$ cat src/rtl/pfx_bitops_pkg.sv
package pfx_bitops_pkg;

  localparam int FLAG_W = 8;
  localparam int SEL_W  = 3;

  // flag byte bit positions
  localparam int FL_S  = 7;
  localparam int FL_Z  = 6;
  localparam int FL_H  = 4;
  localparam int FL_PV = 2;
  localparam int FL_N  = 1;
  localparam int FL_C  = 0;
  localparam logic [FLAG_W-1:0] FL_KEEP = 8'h28;

  localparam logic [SEL_W-1:0] OPND_MEM = 3'd6;

  typedef enum logic [1:0] {
    GRP_SHIFT = 2'b00,
    GRP_TEST  = 2'b01,
    GRP_CLR   = 2'b10,
    GRP_SETB  = 2'b11
  } grp_e;

  typedef enum logic [SEL_W-1:0] {
    SH_ROLC = 3'd0,
    SH_RORC = 3'd1,
    SH_ROLT = 3'd2,
    SH_RORT = 3'd3,
    SH_ASL  = 3'd4,
    SH_ASR  = 3'd5,
    SH_LSL1 = 3'd6,
    SH_LSR  = 3'd7
  } shk_e;

  typedef struct packed {
    grp_e             grp;
    logic [SEL_W-1:0] sel;
    logic [SEL_W-1:0] opnd;
    logic             mem;
  } dec_t;

  typedef enum logic [2:0] {
    ST_IDLE,
    ST_FETCH,
    ST_LATCH,
    ST_EXEC,
    ST_MRD,
    ST_MEXEC
  } st_e;

endpackage

$ cat src/rtl/pfx_bitops_decode.sv
module pfx_bitops_decode
  import pfx_bitops_pkg::*;
#(
  parameter int OP_W = 8
) (
  input  logic [OP_W-1:0] op,
  output dec_t            dec
);

  always_comb begin
    dec.grp  = grp_e'(op[OP_W-1 -: 2]);
    dec.sel  = op[5:3];
    dec.opnd = op[2:0];
    dec.mem  = (op[2:0] == OPND_MEM);
  end

endmodule

$ cat src/rtl/pfx_bitops_alu.sv
module pfx_bitops_alu
  import pfx_bitops_pkg::*;
#(
  parameter int DATA_W = 8
) (
  input  dec_t              dec,
  input  logic [DATA_W-1:0] opnd_val,
  input  logic [FLAG_W-1:0] flags_in,
  output logic [DATA_W-1:0] result,
  output logic [FLAG_W-1:0] flags_res
);

  localparam int MSB = DATA_W - 1;

  logic [DATA_W-1:0] mask;
  logic [DATA_W-1:0] sh_res;
  logic              sh_out;
  logic              tested;

  // one-hot bit mask from the index field
  genvar g;
  generate
    for (g = 0; g < DATA_W; g++) begin : g_mask
      assign mask[g] = (32'(dec.sel) == g);
    end
  endgenerate

  assign tested = |(opnd_val & mask);

  always_comb begin
    sh_res = opnd_val;
    sh_out = 1'b0;
    case (shk_e'(dec.sel))
      SH_ROLC: begin sh_res = {opnd_val[MSB-1:0], opnd_val[MSB]};   sh_out = opnd_val[MSB]; end
      SH_RORC: begin sh_res = {opnd_val[0], opnd_val[MSB:1]};       sh_out = opnd_val[0];   end
      SH_ROLT: begin sh_res = {opnd_val[MSB-1:0], flags_in[FL_C]};  sh_out = opnd_val[MSB]; end
      SH_RORT: begin sh_res = {flags_in[FL_C], opnd_val[MSB:1]};    sh_out = opnd_val[0];   end
      SH_ASL:  begin sh_res = {opnd_val[MSB-1:0], 1'b0};            sh_out = opnd_val[MSB]; end
      SH_ASR:  begin sh_res = {opnd_val[MSB], opnd_val[MSB:1]};     sh_out = opnd_val[0];   end
      SH_LSL1: begin sh_res = {opnd_val[MSB-1:0], 1'b1};            sh_out = opnd_val[MSB]; end
      SH_LSR:  begin sh_res = {1'b0, opnd_val[MSB:1]};              sh_out = opnd_val[0];   end
      default: begin sh_res = opnd_val;                             sh_out = 1'b0;          end
    endcase
  end

  always_comb begin
    result    = opnd_val;
    flags_res = flags_in;
    case (dec.grp)
      GRP_SHIFT: begin
        result           = sh_res;
        flags_res        = flags_in & FL_KEEP;
        flags_res[FL_S]  = sh_res[MSB];
        flags_res[FL_Z]  = (sh_res == '0);
        flags_res[FL_PV] = ~^sh_res;
        flags_res[FL_C]  = sh_out;
      end
      GRP_TEST: begin
        result           = opnd_val;
        flags_res        = flags_in & FL_KEEP;
        // top-bit test is the only one that can raise sign
        flags_res[FL_S]  = tested & mask[MSB];
        flags_res[FL_Z]  = ~tested;
        flags_res[FL_H]  = 1'b1;
        flags_res[FL_PV] = ~tested;
        flags_res[FL_N]  = 1'b0;
        flags_res[FL_C]  = flags_in[FL_C];
      end
      GRP_CLR:  result = opnd_val & ~mask;
      GRP_SETB: result = opnd_val | mask;
      default:  result = opnd_val;
    endcase
  end

endmodule

$ cat src/rtl/pfx_bitops_seq.sv
module pfx_bitops_seq
  import pfx_bitops_pkg::*;
(
  input  logic clk,
  input  logic rst_n,
  input  logic start,
  input  logic lat_is_mem,
  output st_e  state
);

  st_e state_d;

  always_comb begin
    state_d = state;
    case (state)
      ST_IDLE:  if (start) state_d = ST_FETCH;
      ST_FETCH: state_d = ST_LATCH;
      ST_LATCH: state_d = lat_is_mem ? ST_MRD : ST_EXEC;
      ST_EXEC:  state_d = ST_IDLE;
      ST_MRD:   state_d = ST_MEXEC;
      ST_MEXEC: state_d = ST_IDLE;
      default:  state_d = ST_IDLE;
    endcase
  end

  always_ff @(posedge clk or negedge rst_n) begin
    if (!rst_n) state <= ST_IDLE;
    else        state <= state_d;
  end

endmodule

$ cat src/rtl/pfx_bitops_unit.sv
module pfx_bitops_unit
  import pfx_bitops_pkg::*;
#(
  parameter int DATA_W     = 8,
  parameter int ADDR_W     = 16,
  parameter int CYC_REG    = 8,
  parameter int CYC_BITMEM = 12,
  parameter int CYC_RMW    = 15,
  localparam int COST_W    = $clog2(CYC_RMW + 1)
) (
  input  logic              clk,
  input  logic              rst_n,
  input  logic              start,
  input  logic [ADDR_W-1:0] pc_in,
  input  logic [ADDR_W-1:0] hl_in,
  input  logic [FLAG_W-1:0] flags_in,
  input  logic [DATA_W-1:0] reg_rdata,
  input  logic [DATA_W-1:0] mem_rdata,
  output logic [SEL_W-1:0]  reg_sel,
  output logic              reg_we,
  output logic [DATA_W-1:0] reg_wdata,
  output logic              mem_rd,
  output logic              mem_we,
  output logic [ADDR_W-1:0] mem_addr,
  output logic [DATA_W-1:0] mem_wdata,
  output logic              flags_we,
  output logic [FLAG_W-1:0] flags_out,
  output logic              done,
  output logic [ADDR_W-1:0] pc_next,
  output logic [COST_W-1:0] cyc_cost
);

  // reset: asserted asynchronously, released on a clock edge
  logic rst_meta_q, rst_sync_n;
  always_ff @(posedge clk or negedge rst_n) begin
    if (!rst_n) {rst_sync_n, rst_meta_q} <= 2'b00;
    else        {rst_sync_n, rst_meta_q} <= {rst_meta_q, 1'b1};
  end

  st_e               state;
  dec_t              dec, dec_lat;
  logic [ADDR_W-1:0] pc_q, pc_d, hl_q, hl_d;
  logic [DATA_W-1:0] op_q, op_d;
  logic [DATA_W-1:0] opnd_val, alu_res;
  logic [FLAG_W-1:0] alu_flags;
  logic              ld_ctx, ld_op, is_test;

  pfx_bitops_decode #(.OP_W(DATA_W)) u_dec_lat (.op(mem_rdata), .dec(dec_lat));
  pfx_bitops_decode #(.OP_W(DATA_W)) u_dec     (.op(op_q),      .dec(dec));

  pfx_bitops_seq u_seq (
    .clk        (clk),
    .rst_n      (rst_sync_n),
    .start      (start),
    .lat_is_mem (dec_lat.mem),
    .state      (state)
  );

  assign opnd_val = dec.mem ? mem_rdata : reg_rdata;

  pfx_bitops_alu #(.DATA_W(DATA_W)) u_alu (
    .dec       (dec),
    .opnd_val  (opnd_val),
    .flags_in  (flags_in),
    .result    (alu_res),
    .flags_res (alu_flags)
  );

  // context and opcode capture
  assign ld_ctx = (state == ST_IDLE) && start;
  assign ld_op  = (state == ST_LATCH);

  always_comb begin
    pc_d = pc_q;
    hl_d = hl_q;
    op_d = op_q;
    if (ld_ctx) begin
      pc_d = pc_in;
      hl_d = hl_in;
    end
    if (ld_op) op_d = mem_rdata;
  end

  always_ff @(posedge clk or negedge rst_sync_n) begin
    if (!rst_sync_n) begin
      pc_q <= '0;
      hl_q <= '0;
      op_q <= '0;
    end else begin
      pc_q <= pc_d;
      hl_q <= hl_d;
      op_q <= op_d;
    end
  end

  // outputs per state
  assign is_test = (dec.grp == GRP_TEST);

  always_comb begin
    mem_rd   = 1'b0;
    mem_we   = 1'b0;
    mem_addr = hl_q;
    reg_we   = 1'b0;
    flags_we = 1'b0;
    done     = 1'b0;
    cyc_cost = '0;
    case (state)
      ST_FETCH: begin
        mem_rd   = 1'b1;
        mem_addr = pc_q;
      end
      ST_EXEC: begin
        done     = 1'b1;
        reg_we   = !is_test;
        flags_we = (dec.grp == GRP_SHIFT) || is_test;
        cyc_cost = COST_W'(CYC_REG);
      end
      ST_MRD: mem_rd = 1'b1;
      ST_MEXEC: begin
        done     = 1'b1;
        mem_we   = !is_test;
        flags_we = (dec.grp == GRP_SHIFT) || is_test;
        cyc_cost = is_test ? COST_W'(CYC_BITMEM) : COST_W'(CYC_RMW);
      end
      default: ;
    endcase
  end

  assign reg_sel   = dec.opnd;
  assign reg_wdata = alu_res;
  assign mem_wdata = alu_res;
  assign flags_out = alu_flags;
  assign pc_next   = pc_q + ADDR_W'(1);

endmodule

$ cat config.mk
export PLATFORM = sky130hd
export DESIGN_NAME = pfx_bitops_unit
export DESIGN_NICKNAME = d
export VERILOG_FILES = /design/src/rtl/pfx_bitops_pkg.sv /design/src/rtl/pfx_bitops_decode.sv /design/src/rtl/pfx_bitops_alu.sv /design/src/rtl/pfx_bitops_seq.sv /design/src/rtl/pfx_bitops_unit.sv
export SDC_FILE = /design/constraint.sdc
export NUM_CORES = 1
export LEC_CHECK = 0
export BUFFER_PORTS_ARGS = -buffer_cell sky130_fd_sc_hd__buf_2
export CAP_MARGIN = 10
export CORE_MARGIN = 8
export CORE_UTILIZATION = 40
export CTS_CLUSTER_SIZE = 10
export DETAILED_ROUTE_END_ITERATION = 16
export PLACE_DENSITY = 0.74
export SYNTH_ARGS = -nofsm -noshare
export SYNTH_HDL_FRONTEND = slang
export SYNTH_SLANG_ARGS = --single-unit
$ cat constraint.sdc
create_clock -name clk -period 5.3 [get_ports clk]
set_input_delay 1.06 -clock clk [delete_from_list [all_inputs] [get_ports clk]]
set_output_delay 1.06 -clock clk [all_outputs]
set_load 0.005 [all_outputs]
==> results of run 1 <==
==> synthesized netlist by cell type, types with 6 or more instances <==
master / count / area [sq um]
nand2_1: 29 / 109
mux2_2: 55 / 619
dfrtp_1: 45 / 1130
clkbuf_1: 8 / 30.0
nand3_1: 6 / 30.0
a21oi_1: 9 / 45.0
inv_1: 7 / 26.3
o21ai_0: 11 / 55.1
mux2i_1: 7 / 70.1
buf_4: 15 / 113
nor2b_1: 6 / 37.5
nor2_1: 19 / 71.3
xnor2_1: 12 / 105
and3_1: 6 / 37.5
buf_2: 7 / 35.0
nor3_1: 6 / 30.0
xor2_1: 7 / 61.3
==> power by group through the flow <==
stage / logic (uW) / registers, uW / clock network [uW]
2_1_floorplan: 1110 / 628 / 0
3_3_place_gp: 1420 / 746 / 0
3_5_place_dp: 1430 / 760 / 0
4_1_cts: 1430 / 752 / 253
5_1_grt: 1560 / 790 / 271
6_report: 1410 / 753 / 244
==> per-layer routing <==
metal | track usage | wire [microns]
met5 | 0 | 0
met4 | 0.0445 | 119
met3 | 0.0502 | 640
met2 | 0.254 | 4230
met1 | 0.173 | 3300
==> worst reg2reg max path, delay by kind of cell (launching register included) <==
kind	cells	cell delay [ns]
multiplexers	1	0.42
AND/OR/NAND/NOR	2	1.11
flip-flops	1	0.48
==> registers in the layout, summed over array words and instances, names as in the netlist <==
signal       count
hl_q            16
pc_q            16
op_q             8
u_seq.state      3
rst_meta_q       1
rst_sync_n       1
==> cell families after synthesis <==
logic type | synth area share
xor gates and xnor gates | 0.0540
AOI/OAI and AO/OA | 0.104
buffers and inverters | 0.0711
DFF | 0.366
and+or+nand+nor | 0.141
other | 0.00122
muxes | 0.247
adders and majority gates | 0.0162
==> layout make-up <==
| cell class | count | area (sq um) |
|---|---|---|
| clock buffers | 5 | 68.8 |
| clock inverters | 2 | 35.0 |
| fillers | 749 | 3850 |
| inverters | 7 | 26.3 |
| multi-input cells | 222 | 1740 |
| flip-flops and latches | 45 | 1130 |
| well taps | 102 | 128 |
| repair buffers | 124 | 626 |
==> path summary, 6_finish.rpt <==
path / slack, ns / from / cells past startpoint / to
worst min register to register: 0.36 / rst_meta_q / 0 / rst_sync_n
worst min-delay path: 0.36 / rst_meta_q / 0 / rst_sync_n
max in group asynchronous: 4.33 / rst_sync_n / 0 / hl_q[11]
worst max-delay path: 1.08 / mem_rdata[7] / 12 / flags_out[2]
min in group asynchronous: 0.41 / rst_sync_n / 0 / hl_q[12]
worst max register to register: 3.18 / u_seq.state[1] / 3 / op_q[0]
==> metrics by stage <==
stage	instance area (sq um)	worst slack, ns	hold slack, ns	total power [uW]	util
after global routing	3750	0.889	0.369	2620	0.494
after floorplan	3080	1.53	0.331	1740	-
after global placement	3650	1.15	0.338	2160	0.480
after CTS	3750	1.10	0.366	2440	0.494
after detailed placement	3650	1.09	0.343	2190	0.480
final	3750	1.08	0.358	2410	0.494
==> run metrics, run 1 <==
Worst-Skew Late Latency=between 0.2 and 0.3 ns; CP top delay family=compound AO/OA/AOI/OAI gates; WP data required=4.24 ns; pwr dens=641 nW/um^2; Core ar.=7610 sq um; Worst slew margin=0.393; setup TNS=0 ns; sequential-to-total area share from yosys stat=0.366; setup violators final=0; Pre-Repair DR Iteration Count=4; Via Count=2641; Switching Share=0.413; minimum clock period=4.22 ns; FF+latch count, synth=45; VDD IR-drop max=0.283 mV; syn_area_per_cell=10.1 sq um; Mapped Area=3080 sq um; Post-DRT Antenna Nets=0; first-pass GRT wire length=13500 microns; Cells after Synth=around 310; Root Buffer=clkbuf_8; worst path cell trace=buf_2, and4b_1, a21oi_1, o21ai_0, o311a_1, a21oi_1, ha_1, xnor2_1, xnor2_1, xnor2_1, a21o_1, buf_2; Clock Skews=0.00727 ns; Ports=approximately 130; unrepaired setup endpoints after global routing=no; P&R area growth vs syn=21.9%; Arr. time, crit path=3.16 ns; cts hold-fix bufs=0; commonest non-fill, non-tap cell in the layout=buf_2; CTS tree=done; Clock Sinks=45; Syn Nets=369; HP Class=reg2reg; Inserted Diodes=0; max-cap check violation count=0; Die Area=roughly 11000 sq um; critical path startpoint category=input port; Worst-Margin Slew=0.910 ns; P_sw=~1000 uW; Layout Cells excl Fill=507; cts repair resizes=0; die height=104 microns; EDFF count, synth=0; final net count=roughly 470; clk slew on worst S/H paths=0.07 ns; sequential power share=0.313; most frequent cells in the layout=buf_2 (122), mux2_2 (55), dfrtp_1 (44), nand2_1 (29), nor2_1 (19); Cells after DPL=500; Crit path buffers/inverters=2; H-tree depth=2; Yosys Warn Count=0; Slew Viols, Final=0; run status=finished, final reports clean; WL final=8290 microns; DR DRC count=0; Die X=104 microns; Worst Path Max Fanout=5; Crit path top cell by count=xnor2_1; number of setup buffers added after CTS=0; WS Path Type=in2out; CP Capture Type=output port; CP peak stage delay=0.32 ns; internal power=1410 uW; Slowest-stage cell, CP=a21oi_1; Max clock buf depth=2; vias in the first global route=2668; Iteration-0 DRC Markers=167; Leak Pwr=roughly 0.0018 uW; logic gate share of total power=0.586; Clk pwr share=0.101; count of input and output buffers=roughly 120; CTS buffer count=5; HPWL Detailed=6520 microns; Synth async-reset ratio=1.00; final hold vios=0; top_reg_cell synth=dfrtp_1; share of cells above drive strength 1=0.479; detailed-route vias per instance=between 5 and 6; Peak Freq=237 MHz; Initial Util=0.405; number of distinct library cells after synthesis=48; # rows=32; initial antenna violation count=0; GRT Util Overall=0.149; WL/cell=16.3 microns; GRT overflow=0; largest net degree at the start of global routing=44; Routability Congestion=a little under 0.9; Final period util=0.797
No activity file was read; power rests on OpenSTA's default activity.
==> run 2: changes to the inputs <==
==> constraint.sdc (replaced) <==
create_clock -name clk -period 4.1 [get_ports clk]
set_input_delay 0.82 -clock clk [delete_from_list [all_inputs] [get_ports clk]]
set_output_delay 0.82 -clock clk [all_outputs]
set_load 0.005 [all_outputs]
==> run 2 against run 1 <==
  * Die area did not move
  * Non-clock buffer count did not move
  * Combinational power rose by 29%
  * Clock power rose by 8.2%
  * Sequential power rose by 29%
  * Clock skew barely moved
  * Hold slack got worse by 0.066 ns
  * First-iteration DRC count fell by 39%
  * Wire length rose by 1.0%
  * Setup slack got worse by 0.74 ns
  * Cell area fell by 0.57%
  * Via count fell by 0.98%
==> run metrics, run 2 (synthesis results as in run 1) <==
minimum clock period=approximately 3.8 ns; Root Buffer=clkbuf_8; Worst slew margin=0.383 (-0.0108); CTS tree=done; WS Path Type=in2out; Clock Skews=0.00764 ns (+0.000369 ns); flop2flop setup slack=1.99 ns (-1.19 ns); FILL cells=752 (+0.40%); GRT overflow=0 (unchanged); Core ar.=7610 sq um (unchanged); Die Area=10800 sq um (unchanged); VDD IR-drop max=0.367 mV (+30%); cts hold-fix bufs=0 (unchanged); # rows=32 (unchanged); FF/Latch Area=1130 sq um (unchanged); Clock Sinks=45 (unchanged); die height=104 microns (unchanged); critical path startpoint category=input port; commonest non-fill, non-tap cell in the layout=buf_2; WL final=8370 microns (+1.0%); Crit path top cell by count=xnor2_1; worst path cell trace=buf_2, and4b_1, a21oi_1, o21ai_0, o311a_1, a21oi_1, ha_1, xnor2_1, xnor2_1, xnor2_1, a21o_1, buf_2; Worst-Margin Slew=0.926 ns (+0.0162 ns); Via Count=2615 (-0.98%); Worst Path Max Fanout=5 (unchanged); CP Capture Type=output port; unrepaired setup endpoints after global routing=no; H-tree depth=2 (unchanged); Die X=104 microns (unchanged); initial antenna violation count=0 (unchanged); largest net degree at the start of global routing=44 (unchanged); vias in the first global route=2619 (-1.8%); Routability Congestion=0.883 (about the same); Ports=127 (unchanged); final net count=468 (unchanged); Worst-Skew Late Latency=0.29 ns (about the same); Max clock buf depth=2 (unchanged); clk slew on worst S/H paths=0.08 ns (about the same); most frequent cells in the layout=buf_2 (122), mux2_2 (55), dfrtp_1 (44), nand2_1 (29), nor2_1 (19); HPWL Detailed=6520 microns (about the same); area of the multi-input gates=1740 sq um (unchanged); Iteration-0 DRC Markers=102 (-39%); Arr. time, crit path=2.95 ns (-0.21 ns); WL/cell=16.5 microns (+0.84%); run status=finished, final reports clean; number of setup buffers added after CTS=0 (unchanged); placed cell area=3650 sq um (unchanged); GRT Util Overall=0.152 (+0.00311); CTS buffer count=5 (unchanged); P&R area growth vs syn=21.2%; Cells after DPL=500 (unchanged); Final period util=0.919; CP peak stage delay=0.32 ns (about the same); Slew Viols, Final=0 (unchanged); Pre-Repair DR Iteration Count=4 (unchanged); Leak Pwr=0.00179 uW (-0.50%); pwr dens=819 nW/um^2 (+28%); Peak Freq=265 MHz; count of input and output buffers=122 (unchanged); first-pass GRT wire length=13600 microns (+1.2%); share of cells above drive strength 1=0.478 (-0.00118); CP top delay family=compound AO/OA/AOI/OAI gates; detailed-route vias per instance=5.15 (-1.2%); WP data required=3.28 ns (-0.96 ns); DR DRC count=0 (unchanged); Largest regs=hl_q x16, pc_q x16, op_q x8; setup violators final=0 (unchanged); Crit path buffers/inverters=2 (unchanged); final hold vios=0 (unchanged); Layout Cells excl Fill=508 (+0.20%); Slowest-stage cell, CP=a21oi_1; setup TNS=0 ns (unchanged); HP Class=in2async; Post-DRT Antenna Nets=0 (unchanged); Inserted Diodes=0 (unchanged); cts repair resizes=0 (unchanged); Initial Util=0.405 (unchanged); max-cap check violation count=0 (unchanged); fin area=3730 sq um (-0.57%)
## run 2: final cells by class
class | instances | area share
timing repair buffer | 124 | 0.168
sequential | 45 | 0.302
inverter | 7 | 0.00704
tap | 102 | 0.0342
clock buffer | 6 | 0.0194
multi-input combinational | 222 | 0.467
clock inverter | 2 | 0.00268
## run 2: worst paths after layout
path                                 from              to  cells past startpoint
max in group asynchronous      rst_sync_n  u_seq.state[2]                      0
setup reg to reg           u_seq.state[1]         op_q[7]                      3
min in group clk               rst_meta_q      rst_sync_n                      0
setup / recovery             mem_rdata[7]    flags_out[2]                     12
hold reg to reg                rst_meta_q      rst_sync_n                      0
hold / removal                      rst_n      rst_sync_n                      1
## run 2: where the power goes
part	switching, uW	internal (uW)	total, uW
sequential	318	657	975
clock	146	118	264
combinational	827	992	1820
total	1290	1770	3060
## run 2: per-layer routing
| metal | vias to the layer above | GRT usage | wire length, microns |
|---|---|---|---|
| met5 | - | 0 | 0 |
| met4 | 0 | 0.0455 | 129 |
| met1 | 1249 | 0.181 | 3440 |
| met2 | 80 | 0.259 | 4220 |
| met3 | 11 | 0.0446 | 577 |
| li1 | 1275 | - | - |
## run 2: per-stage QoR
step / hold WS [ns] / util / total power, uW / setup slack, ns
final: 0.292 / 0.491 / 3060 / 0.333
after detailed placement: 0.343 / 0.480 / 2820 / 0.371
after global routing: 0.274 / 0.491 / 3330 / 0.159
after global placement: 0.338 / 0.480 / 2800 / 0.435
after CTS: 0.279 / 0.491 / 3100 / 0.367
after floorplan: 0.331 / - / 2250 / 0.805
